`config.mk`:
```
export PLATFORM = sky130hd
export DESIGN_NAME = xlat_walker
export DESIGN_NICKNAME = d
export VERILOG_FILES = /design/src/rtl/xlat_pkg.sv /design/src/rtl/xlat_perm.sv /design/src/rtl/xlat_mark.sv /design/src/rtl/xlat_walker.sv
export SDC_FILE = /design/constraint.sdc
export NUM_CORES = 1
export LEC_CHECK = 0
export BUFFER_PORTS_ARGS = -buffer_cell sky130_fd_sc_hd__buf_2
export CAP_MARGIN = 20
export CORE_MARGIN = 2
export CORE_UTILIZATION = 35
export DETAILED_ROUTE_END_ITERATION = 7
export PLACE_DENSITY_LB_ADDON = 0.3
export SYNTH_ARGS = -nofsm -noshare
export SYNTH_HDL_FRONTEND = slang
export SYNTH_SLANG_ARGS = --single-unit
```
`constraint.sdc`:
```
create_clock -name clk -period 2.45 [get_ports clk]
set_input_delay 0.245 -clock clk [delete_from_list [all_inputs] [get_ports clk]]
set_output_delay 0.245 -clock clk [all_outputs]
set_load 0.02 [all_outputs]
```
`src/rtl/xlat_pkg.sv`:
```
package xlat_pkg;
  localparam int XW    = 32;
  localparam int OFF_W = 12;
  localparam int IDX_W = 10;
  localparam int PAD_W = XW - IDX_W - 2;

  localparam int B_P   = 0;
  localparam int B_W   = 1;
  localparam int B_U   = 2;
  localparam int B_PWT = 3;
  localparam int B_PCD = 4;
  localparam int B_A   = 5;
  localparam int B_D   = 6;

  localparam logic [7:0] PF_VEC = 8'd14;

  typedef enum logic [2:0] {
    ST_IDLE,
    ST_RD_DIR,
    ST_RD_TBL,
    ST_WB_DIR,
    ST_WB_TBL
  } walk_st_e;

  function automatic logic [IDX_W-1:0] f_top_idx(input logic [XW-1:0] lin);
    return lin[XW-1 -: IDX_W];
  endfunction

  function automatic logic [IDX_W-1:0] f_sub_idx(input logic [XW-1:0] lin);
    return lin[OFF_W +: IDX_W];
  endfunction

  // entry slot: 4 KB aligned table start plus four bytes per index
  function automatic logic [XW-1:0] f_slot(input logic [XW-OFF_W-1:0] frame,
                                           input logic [IDX_W-1:0] idx);
    return {frame, {OFF_W{1'b0}}} + {{PAD_W{1'b0}}, idx, 2'b00};
  endfunction

  function automatic logic [XW-1:0] f_phys(input logic [XW-1:0] leaf,
                                           input logic [XW-1:0] lin);
    return {leaf[XW-1:OFF_W], lin[OFF_W-1:0]};
  endfunction
endpackage

```
`src/rtl/xlat_perm.sv`:
```
module xlat_perm
  import xlat_pkg::*;
(
  input  logic [XW-1:0] entry,
  input  logic          acc_wr,
  input  logic          acc_user,
  output logic          ok,
  output logic          miss
);
  logic deny_user;
  logic deny_write;

  always_comb begin
    miss       = !entry[B_P];
    deny_user  = acc_user && !entry[B_U];
    deny_write = acc_user && acc_wr && !entry[B_W];
    ok         = !miss && !deny_user && !deny_write;
  end
endmodule

```
`src/rtl/xlat_mark.sv`:
```
module xlat_mark
  import xlat_pkg::*;
#(
  parameter bit LEAF = 1'b0
) (
  input  logic [XW-1:0] entry,
  input  logic          acc_wr,
  output logic [XW-1:0] upd,
  output logic          need_wb
);
  logic [XW-1:0] set_mask;

  generate
    if (LEAF) begin : g_leaf
      always_comb begin
        set_mask        = '0;
        set_mask[B_A]   = 1'b1;
        set_mask[B_D]   = acc_wr;
      end
    end else begin : g_node
      logic unused_wr;
      assign unused_wr = acc_wr;
      always_comb begin
        set_mask        = '0;
        set_mask[B_A]   = 1'b1;
      end
    end
  endgenerate

  always_comb begin
    upd     = entry | set_mask;
    need_wb = (upd != entry);
  end
endmodule

```
`src/rtl/xlat_walker.sv`:
```
module xlat_walker
  import xlat_pkg::*;
(
  input  logic          clk,
  input  logic          rst_n,
  input  logic          req_valid,
  output logic          req_ready,
  input  logic [31:0]   req_lin,
  input  logic          req_wr,
  input  logic          req_user,
  input  logic [31:0]   dir_base,
  output logic          mem_req,
  output logic          mem_we,
  output logic [31:0]   mem_addr,
  output logic [31:0]   mem_wdata,
  input  logic [31:0]   mem_rdata,
  input  logic          mem_ready,
  output logic          done,
  output logic [31:0]   phys_addr,
  output logic          res_pwt,
  output logic          res_pcd,
  output logic          fault,
  output logic [31:0]   fault_addr,
  output logic [7:0]    fault_vec
);
  walk_st_e st, st_nx;

  logic [XW-1:0]       lin_q;
  logic                wr_q;
  logic                user_q;
  logic [XW-OFF_W-1:0] base_q;
  logic [XW-1:0]       dir_q;
  logic [XW-1:0]       tbl_q;

  logic unused_bits;
  assign unused_bits = ^dir_base[OFF_W-1:0];

  // permission check on the entry arriving from memory
  logic chk_ok, chk_miss;
  xlat_perm i_perm (
    .entry   (mem_rdata),
    .acc_wr  (wr_q),
    .acc_user(user_q),
    .ok      (chk_ok),
    .miss    (chk_miss)
  );

  // leaf view: live read data while it arrives, then the held copy
  logic [XW-1:0] tbl_view;
  assign tbl_view = (st == ST_RD_TBL) ? mem_rdata : tbl_q;

  logic [XW-1:0] dir_upd, tbl_upd;
  logic          dir_need, tbl_need;

  xlat_mark #(.LEAF(1'b0)) i_mark_dir (
    .entry  (dir_q),
    .acc_wr (wr_q),
    .upd    (dir_upd),
    .need_wb(dir_need)
  );

  xlat_mark #(.LEAF(1'b1)) i_mark_tbl (
    .entry  (tbl_view),
    .acc_wr (wr_q),
    .upd    (tbl_upd),
    .need_wb(tbl_need)
  );

  // named events for the sequencer and the assertions
  logic ev_accept, ev_dir_fail, ev_tbl_fail, ev_fault, ev_finish;
  logic ev_dir_miss, ev_tbl_miss;
  logic xfer;

  assign xfer        = mem_req && mem_ready;
  assign ev_accept   = (st == ST_IDLE) && req_valid;
  assign ev_dir_fail = (st == ST_RD_DIR) && mem_ready && !chk_ok;
  assign ev_tbl_fail = (st == ST_RD_TBL) && mem_ready && !chk_ok;
  assign ev_dir_miss = ev_dir_fail && chk_miss;
  assign ev_tbl_miss = ev_tbl_fail && chk_miss;
  assign ev_fault    = ev_dir_fail || ev_tbl_fail;

  always_comb begin
    st_nx     = st;
    ev_finish = 1'b0;
    unique case (st)
      ST_IDLE:   if (req_valid) st_nx = ST_RD_DIR;
      ST_RD_DIR: if (mem_ready) st_nx = chk_ok ? ST_RD_TBL : ST_IDLE;
      ST_RD_TBL: begin
        if (mem_ready) begin
          if (!chk_ok)       st_nx = ST_IDLE;
          else if (dir_need) st_nx = ST_WB_DIR;
          else if (tbl_need) st_nx = ST_WB_TBL;
          else begin
            st_nx     = ST_IDLE;
            ev_finish = 1'b1;
          end
        end
      end
      ST_WB_DIR: begin
        if (mem_ready) begin
          if (tbl_need) st_nx = ST_WB_TBL;
          else begin
            st_nx     = ST_IDLE;
            ev_finish = 1'b1;
          end
        end
      end
      ST_WB_TBL: begin
        if (mem_ready) begin
          st_nx     = ST_IDLE;
          ev_finish = 1'b1;
        end
      end
      default:   st_nx = ST_IDLE;
    endcase
  end

  // memory port
  logic [XW-1:0] dir_slot, tbl_slot;
  assign dir_slot = f_slot(base_q, f_top_idx(lin_q));
  assign tbl_slot = f_slot(dir_q[XW-1:OFF_W], f_sub_idx(lin_q));

  always_comb begin
    mem_req   = 1'b0;
    mem_we    = 1'b0;
    mem_addr  = dir_slot;
    mem_wdata = dir_upd;
    unique case (st)
      ST_RD_DIR: mem_req = 1'b1;
      ST_RD_TBL: begin
        mem_req  = 1'b1;
        mem_addr = tbl_slot;
      end
      ST_WB_DIR: begin
        mem_req = 1'b1;
        mem_we  = 1'b1;
      end
      ST_WB_TBL: begin
        mem_req   = 1'b1;
        mem_we    = 1'b1;
        mem_addr  = tbl_slot;
        mem_wdata = tbl_upd;
      end
      default: ;
    endcase
  end

  assign req_ready = (st == ST_IDLE);
  assign fault_vec = PF_VEC;

  always_ff @(posedge clk or negedge rst_n) begin
    if (!rst_n) begin
      st         <= ST_IDLE;
      lin_q      <= '0;
      wr_q       <= 1'b0;
      user_q     <= 1'b0;
      base_q     <= '0;
      dir_q      <= '0;
      tbl_q      <= '0;
      done       <= 1'b0;
      fault      <= 1'b0;
      phys_addr  <= '0;
      res_pwt    <= 1'b0;
      res_pcd    <= 1'b0;
      fault_addr <= '0;
    end else begin
      st    <= st_nx;
      done  <= ev_finish;
      fault <= ev_fault;
      if (ev_accept) begin
        lin_q  <= req_lin;
        wr_q   <= req_wr;
        user_q <= req_user;
        base_q <= dir_base[XW-1:OFF_W];
      end
      if (st == ST_RD_DIR && mem_ready) dir_q <= mem_rdata;
      if (st == ST_RD_TBL && mem_ready) tbl_q <= mem_rdata;
      if (ev_finish) begin
        phys_addr <= f_phys(tbl_view, lin_q);
        res_pwt   <= tbl_view[B_PWT];
        res_pcd   <= tbl_view[B_PCD];
      end
      if (ev_fault) fault_addr <= lin_q;
    end
  end

  // ---------------- assertions ----------------
  a_r9_done_pulse: assert property (@(posedge clk) disable iff (!rst_n)
    done |=> !done);

  a_r8_fault_pulse: assert property (@(posedge clk) disable iff (!rst_n)
    fault |=> !fault);

  a_r9_done_xor_fault: assert property (@(posedge clk) disable iff (!rst_n)
    !(done && fault));

  a_r2_dir_fail_stops: assert property (@(posedge clk) disable iff (!rst_n)
    ev_dir_fail |=> (fault && !mem_req));

  a_r3_tbl_miss_faults: assert property (@(posedge clk) disable iff (!rst_n)
    ev_tbl_miss |=> fault);

  a_r2_dir_miss_faults: assert property (@(posedge clk) disable iff (!rst_n)
    ev_dir_miss |=> fault);

  a_r6_wb_has_a: assert property (@(posedge clk) disable iff (!rst_n)
    (mem_req && mem_we) |-> mem_wdata[B_A]);

  a_r7_fault_idle: assert property (@(posedge clk) disable iff (!rst_n)
    fault |-> (!mem_req && req_ready));

  a_r9_phys_hold: assert property (@(posedge clk) disable iff (!rst_n)
    !$stable(phys_addr) |-> done);

  a_r8_faddr_hold: assert property (@(posedge clk) disable iff (!rst_n)
    !$stable(fault_addr) |-> fault);

  a_r9_port_held: assert property (@(posedge clk) disable iff (!rst_n)
    (mem_req && !mem_ready) |=> (mem_req && $stable(mem_addr) && $stable(mem_we)));

  a_r9_busy_no_ready: assert property (@(posedge clk) disable iff (!rst_n)
    xfer |-> !req_ready);
endmodule

```
; ---- After elaboration in Yosys (flattened, before gate mapping)
; Index checks and enable logic that the tools add are counted.
[classes]
add_sub_neg = 2
n_eq_ne = 10
muxes = 22
bitwise_logic = 1
n_reduce_logical = 21
[ops]
columns = op, count
row1 = 32-bit two-way mux, 3
row2 = 32-bit by 12-bit adder with 32-bit output, 2
row3 = 32-bit inequality test, 1
row4 = 32-bit by 7-bit OR with 32-bit output, 1
row5 = 3-bit two-way mux, 8
row6 = 3-bit one-hot mux with 5 select lines, 1
row7 = 1-bit logical AND, 10
row8 = 2-bit inequality test (second input constant), 5
row9 = 1-bit two-way mux, 8
row10 = 3-bit by 2-bit == test with 1-bit output (second input constant), 2
row11 = 1-bit zero test, 5
row12 = 5-bit AND reduction, 1
row13 = 2-bit OR reduction, 2
row14 = 4-bit OR reduction, 1
row15 = 3-bit by 1-bit == test with 1-bit output (second input constant), 1
row16 = 3-bit == test (second input constant), 1
row17 = 3-bit zero test, 1
row18 = 1-bit one-hot mux with 3 select lines, 1
row19 = 2-bit two-way mux, 1
row20 = 1-bit logical OR, 1
[totals]
reg_bits = 189
inputBits = 102
word_cells = 69

; ---- Logic depth before layout (Yosys ltp)
; Gate-level depths: netlist of the first run.
[depth]
word_depth = 9
mapped_depth = 7

; ---- Hierarchy
; From an unflattened synthesis of the first run, not the netlist that was laid out.
[hier_totals]
cells_unflattened = 685
hier_area_um2 = 8863.5
[by_module_without_submodules]
columns = mod, n_inst, cells_each, area_per_inst_um2
row1 = xlat_walker, 1, 612, 8341.8
row2 = xlat_mark (i_mark_tbl), 1, 35, 251.5
row3 = xlat_mark (i_mark_dir), 1, 34, 247.7
row4 = xlat_perm, 1, 4, 22.5

; ---- Worst setup path after synthesis of the first run
; No wires, ideal clock.
[synth_path]
path_kind = reg-to-reg
from = reg st[0]
to = reg base_q[10]
setup_ns = 0.125
t_arrival_ns = 2.056
required_time_ns = 2.325
path_slack_ns = 0.269
path_stages_with_launch = 7
n_path_buf = 3
cell_sequence = dfrtp_1 -> buf_2 -> nor3_1 -> and2_1 -> buf_2 -> buf_2 -> mux2_2
[synth_via]
elab_chain_cells = 2
[synth_lines]
columns = item, line
row1 = start: declaration, xlat_walker.sv:26  ; walk_st_e st, st_nx;
row2 = start signal: assignment, xlat_walker.sv:167  ; st <= st_nx;
row3 = 3-bit zero test, -
row4 = named net req_ready, xlat_walker.sv:7  ; output logic req_ready,
row5 = 1-bit logical AND, xlat_walker.sv:75  ; assign ev_accept = (st == ST_IDLE) && req_valid;
row6 = end signal: assignment, xlat_walker.sv:174  ; base_q <= dir_base[XW-1:OFF_W];
row7 = end: declaration, xlat_walker.sv:31  ; logic [XW-OFF_W-1:0] base_q;
; The timed path passes the listed nets, and every way through them passes these cells.
; A chain may end at the register's enable or synchronous reset.

; ---- Worst setup path in the final report of the first run
[layout_path]
from = reg st[1]
to = out mem_addr[22]
[layout_via]
elab_chain_cells = 3
[layout_lines]
columns = item, line
row1 = 3-bit by 2-bit == test with 1-bit output / 3-bit == test (equally long branches), xlat_walker.sv:128  ; unique case (st)
row2 = 2-bit OR reduction (no line) *, -
row3 = 32-bit two-way mux *, xlat_walker.sv:128
row4 = end: declaration, xlat_walker.sv:14  ; output logic [31:0] mem_addr,
; Mark *: on every way between the ends. The rest lies on a longest branch, timed or not.

==> impl_metrics.tcl, run 1 <==
set metrics [dict create \
    status "complete, no violations" \
    max_freq_ghz 0.433 \
    finalHoldViolCount 0 \
    die_w_um 159 \
    internal-power_mw 9.39 \
    synthArstFlopShare_pct 100 \
    reg2reg_to "phys_addr[31]$_DFFE_PN0P_" \
    startpoint "st[1]$_DFFE_PN0P_" \
    antenna_found_initial 3 \
    arrival_ns 2.06 \
    synthToLayoutAreaGrowth_pct 26.2 \
    tightest_slew_ns 0.627 \
    drive_above_1_share_pct 61.8 \
    path_max_fanout 14 \
    final_common_cell "buf_2" \
    synth_cells 606 \
    ir_drop_v 0.000616 \
    syn_area_per_cell_um2 13.9 \
    grtUsageTotal_pct 16.2 \
    timing.setup.tns_ns 0 \
    ys_warn_count 0 \
    die_y_um 159 \
    synth_top_area_share_pct 56.0 \
    crit_top_cell "buf_6" \
    reg2reg_depth 5 \
    cts_tree "built" \
    r2r-start "wr_q$_DFFE_PN0P_" \
    nNetsFinal 939 \
    seqPwrFrac_pct 36.2 \
    drt_iter0_markers 197 \
    dieArea_um2 25400 \
    core-area_um2 23600 \
    post-route-period-util_pct 94.2 \
    leakagePower_nw 5.08 \
    wl_per_cell_um 16.9 \
    crit_path_end_kind "output pin" \
    io_pins 245 \
    synth_cell_type_count 40 \
    slowest_stage "dfrtp_2" \
    max_stage_delay_ns 0.48 \
    path_cells "nor3b_4 > buf_6 > nor2_4 > buf_6 > mux2_2 > buf_2" \
    grt_pass1_wl_mm 32.5 \
    netlist_area_um2 8450 \
    drc 0 \
    synth_edf_count 0 \
    finalMaxSlewViolations 0 \
    whs_ns 0.0252 \
    holdCritPathClass "in -> reg" \
    p_sw_mw 5.79 \
    numPortBuffers 221 \
    r2r_slack_ns 0.31 \
    ys_seq_area_share_pct 56.0 \
    critPathKind "reg -> out" \
    cts_sinks 189 \
    grt_max_degree 75 \
    path_buf_inv 3 \
    synthTopCellsByArea "dfrtp_1 (56%), mux2_2 (27%), mux2_4 (5.2%), nand2_1 (4.2%), buf_2 (1.0%)" \
    htreeDepth 4 \
    viasPerCell 4.67 \
    wirelength_mm 19.8 \
    worstHoldPathCells 3 \
    p_comb_share_pct 44.8 \
    crit_path_start_kind "flip-flop" \
    drtPass1Iterations 4 \
    dr_total_vias 5461 \
    yosysTopAreaCell "dfrtp_1" \
    insertion_delay_ns 0.43 \
    p_sw_share_pct 38.1 \
    final_cell_mix "buf_2 (220), mux2_2 (206), dfrtp_1 (188)" \
    initial_core_util_pct 35.8 \
    p_per_area_nw_per_um2 1420 \
    p_clk_share_pct 19.0 \
    ys_seq_elements 189 \
    p_total_mw 15.2 \
    grt_pass1_vias 5811 \
    grt_overflow 0 \
    whs_endpoint "wr_q$_DFFE_PN0P_" \
    num_rows 56 \
    seqCellArea_um2 4730 \
    gp_congestion 0.731 \
    fin_crit_ns 2.31 \
    rsz0062_at_grt "no" \
    fillers 2195 \
    maxCapViolations 0 \
    cts_buffers 17 \
    final-setup-viol-count 0 \
    dp_hpwl_mm 13.2 \
    clockBufferDepth 2 \
    detail-route-antenna-nets 0 \
    clkTransAtPathRegs_ns 0.08 \
    crit_family "buffers and inverters" \
    multiInputGateArea_um2 3490 \
    crit_required_ns 2.20 \
    hp-start "req_wr" \
    synthFlopType "dfrtp_1" \
    slew_headroom_pct 58.2 \
    clock_skew_ns 0.0125 \
    cts_root_buffer "clkbuf_16" \
]
## cell usage after synthesis (all sizes together) (2+ instances only)
master,n
inv,3
a21oi,2
nor2,7
nor4bb,2
dfrtp,189
mux2,235
clkbuf,10
conb,2
nand4b,2
buf,35
nand2,95
nand3b,2
o21ai,2
nor3b,3
## timing repair
action,4_1_cts,5_1_grt
hold buffers,1,0
setup buffers,0,2
cloned,0,0
endpoints found under the hold margin,70,0
setup endpoints to repair,30,30
gates resized for setup,4,1
pin swaps,0,1
## kinds of logic after synthesis
family / count (synthesis) / synth area share, %
flops: 189 / 56.0
xor+xnor: 1 / 0.104
compound gates: 12 / 1.24
mux: 235 / 32.6
other cells: 2 / 0.0889
simple gates: 118 / 6.30
buf+inv: 49 / 3.66
## power by group through the flow
stage / clock [mW] / sequential (mW) / combinational (mW)
2_1_floorplan: 0 / 5.92 / 4.28
3_3_place_gp: 0 / 5.52 / 6.78
3_5_place_dp: 0 / 5.55 / 6.87
4_1_cts: 2.98 / 5.51 / 6.90
5_1_grt: 3.12 / 5.74 / 7.34
6_report: 2.88 / 5.50 / 6.80
## metal layers
layer	global-route usage (%)	wire, um	share of wire (%)
met1	21.2	8980	45
met2	25.7	9110	46
met3	6.20	1560	7.9
met4	3.60	134	0.68
met5	0	24	0.12
## how the worst max path moves through the flow
| stage | to | depth (start not counted) |
|---|---|---|
| after global routing | mem_addr[17] | 7 |
| after global placement | phys_addr[31]$_DFFE_PN0P_ | 5 |
| after detailed placement | phys_addr[0]$_DFFE_PN0P_ | 5 |
| after floorplan | base_q[10]$_DFFE_PN0P_ | 6 |
| after CTS | mem_addr[22] | 7 |
| final | mem_addr[22] | 6 |
## registers in the layout (all words and copies together), names as in the netlist, 3 cells and up
register and count:
base_q 20, dir_q 32, fault_addr 32, lin_q 32, phys_addr 32, st 3
tbl_q 32
## cell type report
type                    instances  share of cell area, %
multi-input cells             377                   32.8
inverters                       3                  0.106
flip-flops and latches        189                   44.4
clock inverters                15                   1.80
well taps                     319                   3.75
repair buffers                249                   13.2
diodes                          1                 0.0235
clock buffers                  17                   3.99
## metrics by stage
step	utilization, %	worst slack, ns	area [um2]	instances
after global routing	45.1	0.0541	10700	1169
after detailed placement	42.3	0.291	10000	1134
after global placement	42.3	0.283	10000	1134
after CTS	45.0	0.0133	10600	1167
after floorplan	-	0.269	8480	615
final	45.1	0.141	10700	1170
## worst reg2reg max path: cells and delay by family, from the launching register on
family,cells,cell delay [ns]
buffers and inverters,1,0.27
AOI/OAI and AO/OA,1,0.24
and+or+nand+nor,2,0.74
muxes,1,0.37
DFF,1,0.40
No activity file was read; power rests on OpenSTA's default activity.
==> run 2: changes to the inputs <==
- BUFFER_PORTS_ARGS: -buffer_cell sky130_fd_sc_hd__buf_2 -> not set
- DONT_BUFFER_PORTS: not set -> 1
==> run 2 against run 1 <==
Against the previous run: total power fell by 5.4%; register-to-register slack got worse by 0.10 ns; sequential power rose by 15%; the flow now finishes with violations (negative hold slack); clock-buffer cell count did not move; die area did not move; utilization fell by 1.3 points; global-route usage rose by 0.70 points; hold slack got worse by 0.52 ns; sequential share of layout area rose by 1.3 points; critical path depth fell by 2; combinational power fell by 24%; setup slack got worse by 0.012 ns.
==> impl_metrics.tcl, run 2 (synthesis results as in run 1) <==
set metrics [dict create \
    slowest_stage "dfrtp_1" \
    cts_hold_buf 87 \
    grt_pass1_wl_mm 33.6 \
    crit_path_end_kind "output pin" \
    grtUsageTotal_pct 16.9 \
    drtPass1Iterations 4 \
    reg2reg_to "phys_addr[2]$_DFFE_PN0P_" \
    timing.setup.tns_ns 0 \
    drt_iter0_markers 305 \
    cts_setup_buffers 0 \
    dieArea_um2 25400 \
    clkTransAtPathRegs_ns 0.08 \
    grt_max_degree 190 \
    max_stage_delay_ns 0.48 \
    violations "negative hold slack" \
    path_cells "nor3b_4 > nor2_4 > buf_4 > mux2_2" \
    finalHoldViolCount 189 \
    viasPerCell 4.93 \
    crit_required_ns 2.20 \
    final-setup-viol-count 0 \
    crit_path_start_kind "flip-flop" \
    leakagePower_nw 4.50 \
    grt_overflow 0 \
    max_freq_ghz 0.431 \
    antennaDiodeCount 0 \
    drive_above_1_share_pct 42.6 \
    p_per_area_nw_per_um2 1390 \
    fillers 2155 \
    die_y_um 159 \
    critPathKind "reg -> out" \
    antenna_found_initial 1 \
    pre_cts_ws_ns 0.228 \
    io_pins 245 \
    htreeDepth 4 \
    final_cell_mix "mux2_2 (206), dfrtp_1 (187), nand2_1 (94)" \
    arrival_ns 2.08 \
    dr_total_vias 5081 \
    final_util_pct 43.8 \
    whs_ns -0.495 \
    path_max_fanout 8 \
    cts_tree "built" \
    num_rows 56 \
    synthToLayoutAreaGrowth_pct 22.5 \
    drc 0 \
    worst_slack_ns 0.129 \
    cts_buffers 17 \
    fin_crit_ns 2.32 \
    holdCritPathClass "in -> async" \
    ir_drop_v 0.000630 \
    status "finished with violations" \
    numPortBuffers 0 \
    dp_hpwl_mm 13.2 \
    cts_root_buffer "clkbuf_16" \
    gp_congestion 0.757 \
    wirelength_mm 20.7 \
    rsz0062_at_grt "no" \
    grt_pass1_vias 5853 \
    reg2reg_depth 5 \
    final_common_cell "mux2_2" \
    r2r_slack_ns 0.21 \
    clock_skew_ns 0.0123 \
    cts_sinks 189 \
    r2r-start "st[2]$_DFFE_PN0P_" \
    finalMaxSlewViolations 0 \
    clockBufferDepth 2 \
    maxCapViolations 0 \
    die_w_um 159 \
    detail-route-antenna-nets 0 \
    wl_per_cell_um 20.1 \
    nNetsFinal 801 \
    core-area_um2 23600 \
    initial_core_util_pct 35.8 \
    insertion_delay_ns 0.43 \
    post-route-period-util_pct 94.7 \
]
run 2: how the worst max path moves through the flow:
stage | start | end | slack [ns] | depth (start not counted)
6_report | st[2]$_DFFE_PN0P_ | mem_addr[11] | 0.13 | 4
5_1_grt | st[2]$_DFFE_PN0P_ | mem_addr[11] | 0.005 | 4
4_1_cts | st[1]$_DFFE_PN0P_ | mem_wdata[0] | 0.05 | 6
3_5_place_dp | st[2]$_DFFE_PN0P_ | phys_addr[2]$_DFFE_PN0P_ | 0.23 | 5
3_3_place_gp | st[2]$_DFFE_PN0P_ | phys_addr[2]$_DFFE_PN0P_ | 0.25 | 5
2_1_floorplan | st[0]$_DFFE_PN0P_ | base_q[10]$_DFFE_PN0P_ | 0.27 | 6
run 2: through the flow:
stage          total power, mW  instance area (um2)  hold slack [ns]  cells
6_report                  14.4                10400           -0.495   1031
5_1_grt                   15.2                10400           -0.530   1031
4_1_cts                   14.5                10300           -0.520   1031
3_5_place_dp              11.5                 8860          -0.0467    912
3_3_place_gp              11.2                 8860          -0.0439    912
2_1_floorplan             10.2                 8480          -0.0506    615
run 2: cell type report:
type	count	area (um2)	area share (%)
repair buffers	111	1100	10.6
clock inverters	15	188	1.81
well taps	319	399	3.86
inverters	3	11.3	0.109
flip-flops and latches	189	4730	45.7
multi-input cells	377	3490	33.8
clock buffers	17	425	4.11
run 2: repair_timing:
item / 4_1_cts / 5_1_grt
setup endpoints to repair: 2 / 12
gates resized for setup: 1 / 2
hold endpoints to repair: 309 / 189
run 2: worst max-delay path, delay by kind of cell, from the launching register on:
family / cells / cell delay (ns)
multiplexers: 1 / 0.42
flip-flops: 1 / 0.48
AND/OR/NAND/NOR: 2 / 0.48
buffers and inverters: 1 / 0.25
run 2: per-layer routing:
metal | up-vias | track usage, % | routed length (um)
li1 | 2271 | - | -
met1 | 2608 | 20.1 | 8630
met2 | 180 | 28.9 | 10200
met3 | 20 | 6.49 | 1640
met4 | 2 | 4.34 | 225
met5 | - | 0 | 13
run 2: power breakdown:
part	total [mW]	switching, mW	internal, mW
logic	5.18	2.57	2.61
clock network	2.88	1.39	1.49
registers	6.30	1.69	4.62
total	14.4	5.65	8.72
==> run 3: changes to the inputs <==
- ABC_AREA: not set -> 1
==> run 3 against run 2 <==
Against the previous run: the flow still finishes with violations (negative hold slack); die area down 2.5%; register-to-register slack better by 0.21 ns; sequential share of layout area up 0.31 points; utilization up 0.34 points; sequential cell count unchanged; hold slack better by 0.0092 ns; clock-buffer cell count up 2; setup slack better by 0.0061 ns; via count up 28%; synthesized cell count up 56%; combinational power up 6.8%; clock power down 5%.
==> impl_metrics.tcl, run 3 <==
set metrics [dict create \
    clockBufferDepth 2 \
    grt_pass1_vias 6312 \
    tightest_slew_ns 0.668 \
    cts_root_buffer "clkbuf_16" \
    viasPerCell 4.69 \
    cts_setup_buffers 0 \
    drc 0 \
    grtUsageTotal_pct 18.5 \
    synth_cell_type_count 21 \
    ys_seq_elements 189 \
    antennaDiodeCount 0 \
    final_cell_mix "nand2_1 (270), dfrtp_1 (189), o21ai_0 (136)" \
    internal-power_mw 8.19 \
    grt_pass1_wl_mm 35.2 \
    cts_tree "built" \
    wl_per_cell_um 16.5 \
    gp_congestion 0.793 \
    clock_skew_ns 0.0100 \
    synth_edf_count 0 \
    ir_drop_v 0.000690 \
    synth_cells 946 \
    p_comb_share_pct 38.1 \
    drtPass1Iterations 5 \
    status "finished with violations" \
    violations "negative hold slack" \
    max_freq_ghz 0.432 \
    reg2reg_depth 11 \
    die_w_um 157 \
    fin_crit_ns 2.31 \
    crit_path_start_kind "flip-flop" \
    postLayoutCellArea_um2 10300 \
    dr_total_vias 6495 \
    drt_iter0_markers 433 \
    r2r_slack_ns 0.42 \
    post_dp_cell_area_um2 8850 \
    antenna_found_initial 0 \
    slew_headroom_pct 55.4 \
    io_pins 245 \
    drive_above_1_share_pct 12.6 \
    wirelength_mm 22.8 \
    synth_most_common_cell "nand2_1" \
    synth_commonest_cells "nand2_1 (274), dfrtp_1 (189), o21ai_0 (136)" \
    insertion_delay_ns 0.42 \
    dieArea_um2 24800 \
    ys_seq_area_share_pct 57.5 \
    p_sw_mw 6.32 \
    leakagePower_nw 5.10 \
    final_util_pct 44.2 \
    multiInputGateArea_um2 2860 \
    num_rows 56 \
    synthArstFlopShare_pct 100 \
    post-route-period-util_pct 94.5 \
    cts_hold_buf 81 \
    crit_path_end_kind "output pin" \
    dp_hpwl_mm 14.6 \
    die_y_um 157 \
    clkTransAtPathRegs_ns 0.07 \
    final-setup-viol-count 0 \
    grt_overflow 0 \
    synthTopCellsByArea "dfrtp_1 (57%), nand2_1 (13%), o21ai_0 (8.3%), inv_1 (4.1%), mux2_2 (3.7%)" \
    holdCritPathClass "in -> async" \
    initial_core_util_pct 35.4 \
    seqCellArea_um2 4730 \
    seqPwrFrac_pct 43.0 \
    path_max_fanout 30 \
    cts_sinks 189 \
    maxCapViolations 0 \
    timing.setup.tns_ns 0 \
    final_common_cell "nand2_1" \
    yosysTopAreaCell "dfrtp_1" \
    grt_max_degree 190 \
    p_sw_share_pct 43.6 \
    p_per_area_nw_per_um2 1410 \
    nNetsFinal 1154 \
    fillers 2304 \
    cts_buffers 17 \
    finalHoldViolCount 189 \
    htreeDepth 4 \
    synthFlopType "dfrtp_1" \
    netlist_area_um2 8230 \
    finalMaxSlewViolations 0 \
    synthToLayoutAreaGrowth_pct 24.9 \
    syn_area_per_cell_um2 8.70 \
    rsz0062_at_grt "no" \
    p_clk_share_pct 18.8 \
    synth_top_area_share_pct 57.5 \
    core-area_um2 23300 \
    detail-route-antenna-nets 0 \
    whs_ns -0.486 \
    critPathKind "reg -> out" \
    arrival_ns 2.07 \
    crit_required_ns 2.20 \
    ys_warn_count 0 \
    numPortBuffers 0 \
]
run 3: cell types whose count changed in the layout (fill, tap and decap cells not counted), sizes merged, moves of 7 or more:
cell,delta
mux2,-208
nand2,+183
o21ai,+146
inv,+81
a21oi,+48
nor2,+47
nand3,+42
buf,+39
dlygate4sd3,-7
run 3: worst paths after layout:
| kind | startpoint | endpoint |
|---|---|---|
| setup / recovery | st[2]$_DFFE_PN0P_ | mem_addr[31] |
| hold / removal | rst_n | dir_q[23]$_DFFE_PN0P_ |
| setup reg to reg | st[1]$_DFFE_PN0P_ | phys_addr[2]$_DFFE_PN0P_ |
| hold reg to reg | dir_q[21]$_DFFE_PN0P_ | dir_q[21]$_DFFE_PN0P_ |
| max in group asynchronous | rst_n | tbl_q[27]$_DFFE_PN0P_ |
| min in group clk | mem_rdata[0] | tbl_q[0]$_DFFE_PN0P_ |
run 3: power by group through the flow:
| stage | registers [mW] | clock network, mW | logic [mW] |
|---|---|---|---|
| final | 6.25 | 2.74 | 5.53 |
| after global routing | 6.45 | 2.95 | 6.23 |
| after CTS | 6.26 | 2.83 | 5.53 |
| after detailed placement | 6.30 | 0 | 5.40 |
| after global placement | 6.27 | 0 | 5.30 |
| after floorplan | 5.95 | 0 | 3.75 |
run 3: cells by family after synthesis:
kind of cell,after synthesis,share of synthesized area (%)
simple gates,374,18.1
compound gates,199,12.3
flops,189,57.5
buf+inv,155,8.38
mux,27,3.70
other cells,2,0.0913
run 3: area by class of cell:
cell class	count	share of cell area, %
well taps	319	3.88
clock buffers	19	4.31
multi-input cells	611	27.9
clock inverters	13	1.27
repair buffers	144	13.4
inverters	89	3.25
flip-flops and latches	189	46.0
run 3: worst max-delay path: stages, from the launching register on:
cell,delay (ns)
dfrtp_1,0.45
nor2_4,0.16
nand2_2,0.08
buf_6,0.17
nand2_2,0.14
buf_12,0.23
mux2_2,0.42
run 3: per-layer routing:
layer  part of all wire, %  up-vias  GRT usage [%]
li1                      -     3181              -
met3                   6.3       19           4.93
met1                    44     3107           24.0
met5                     0        -              0
met4                   1.2        0           5.76
met2                    48      188           30.0
run 3: per-stage QoR:
stage / cells / setup WS, ns / power [mW]
2_1_floorplan: 955 / 0.639 / 9.70
3_3_place_gp: 1270 / 0.474 / 11.6
5_1_grt: 1384 / 0.00130 / 15.6
6_report: 1384 / 0.135 / 14.5
4_1_cts: 1383 / 0.0532 / 14.6
3_5_place_dp: 1270 / 0.409 / 11.7
run 3: timing repair:
action	CTS	global route
hold endpoints to repair	323	189
resized for setup	0	2
endpoints found under the setup margin	0	11
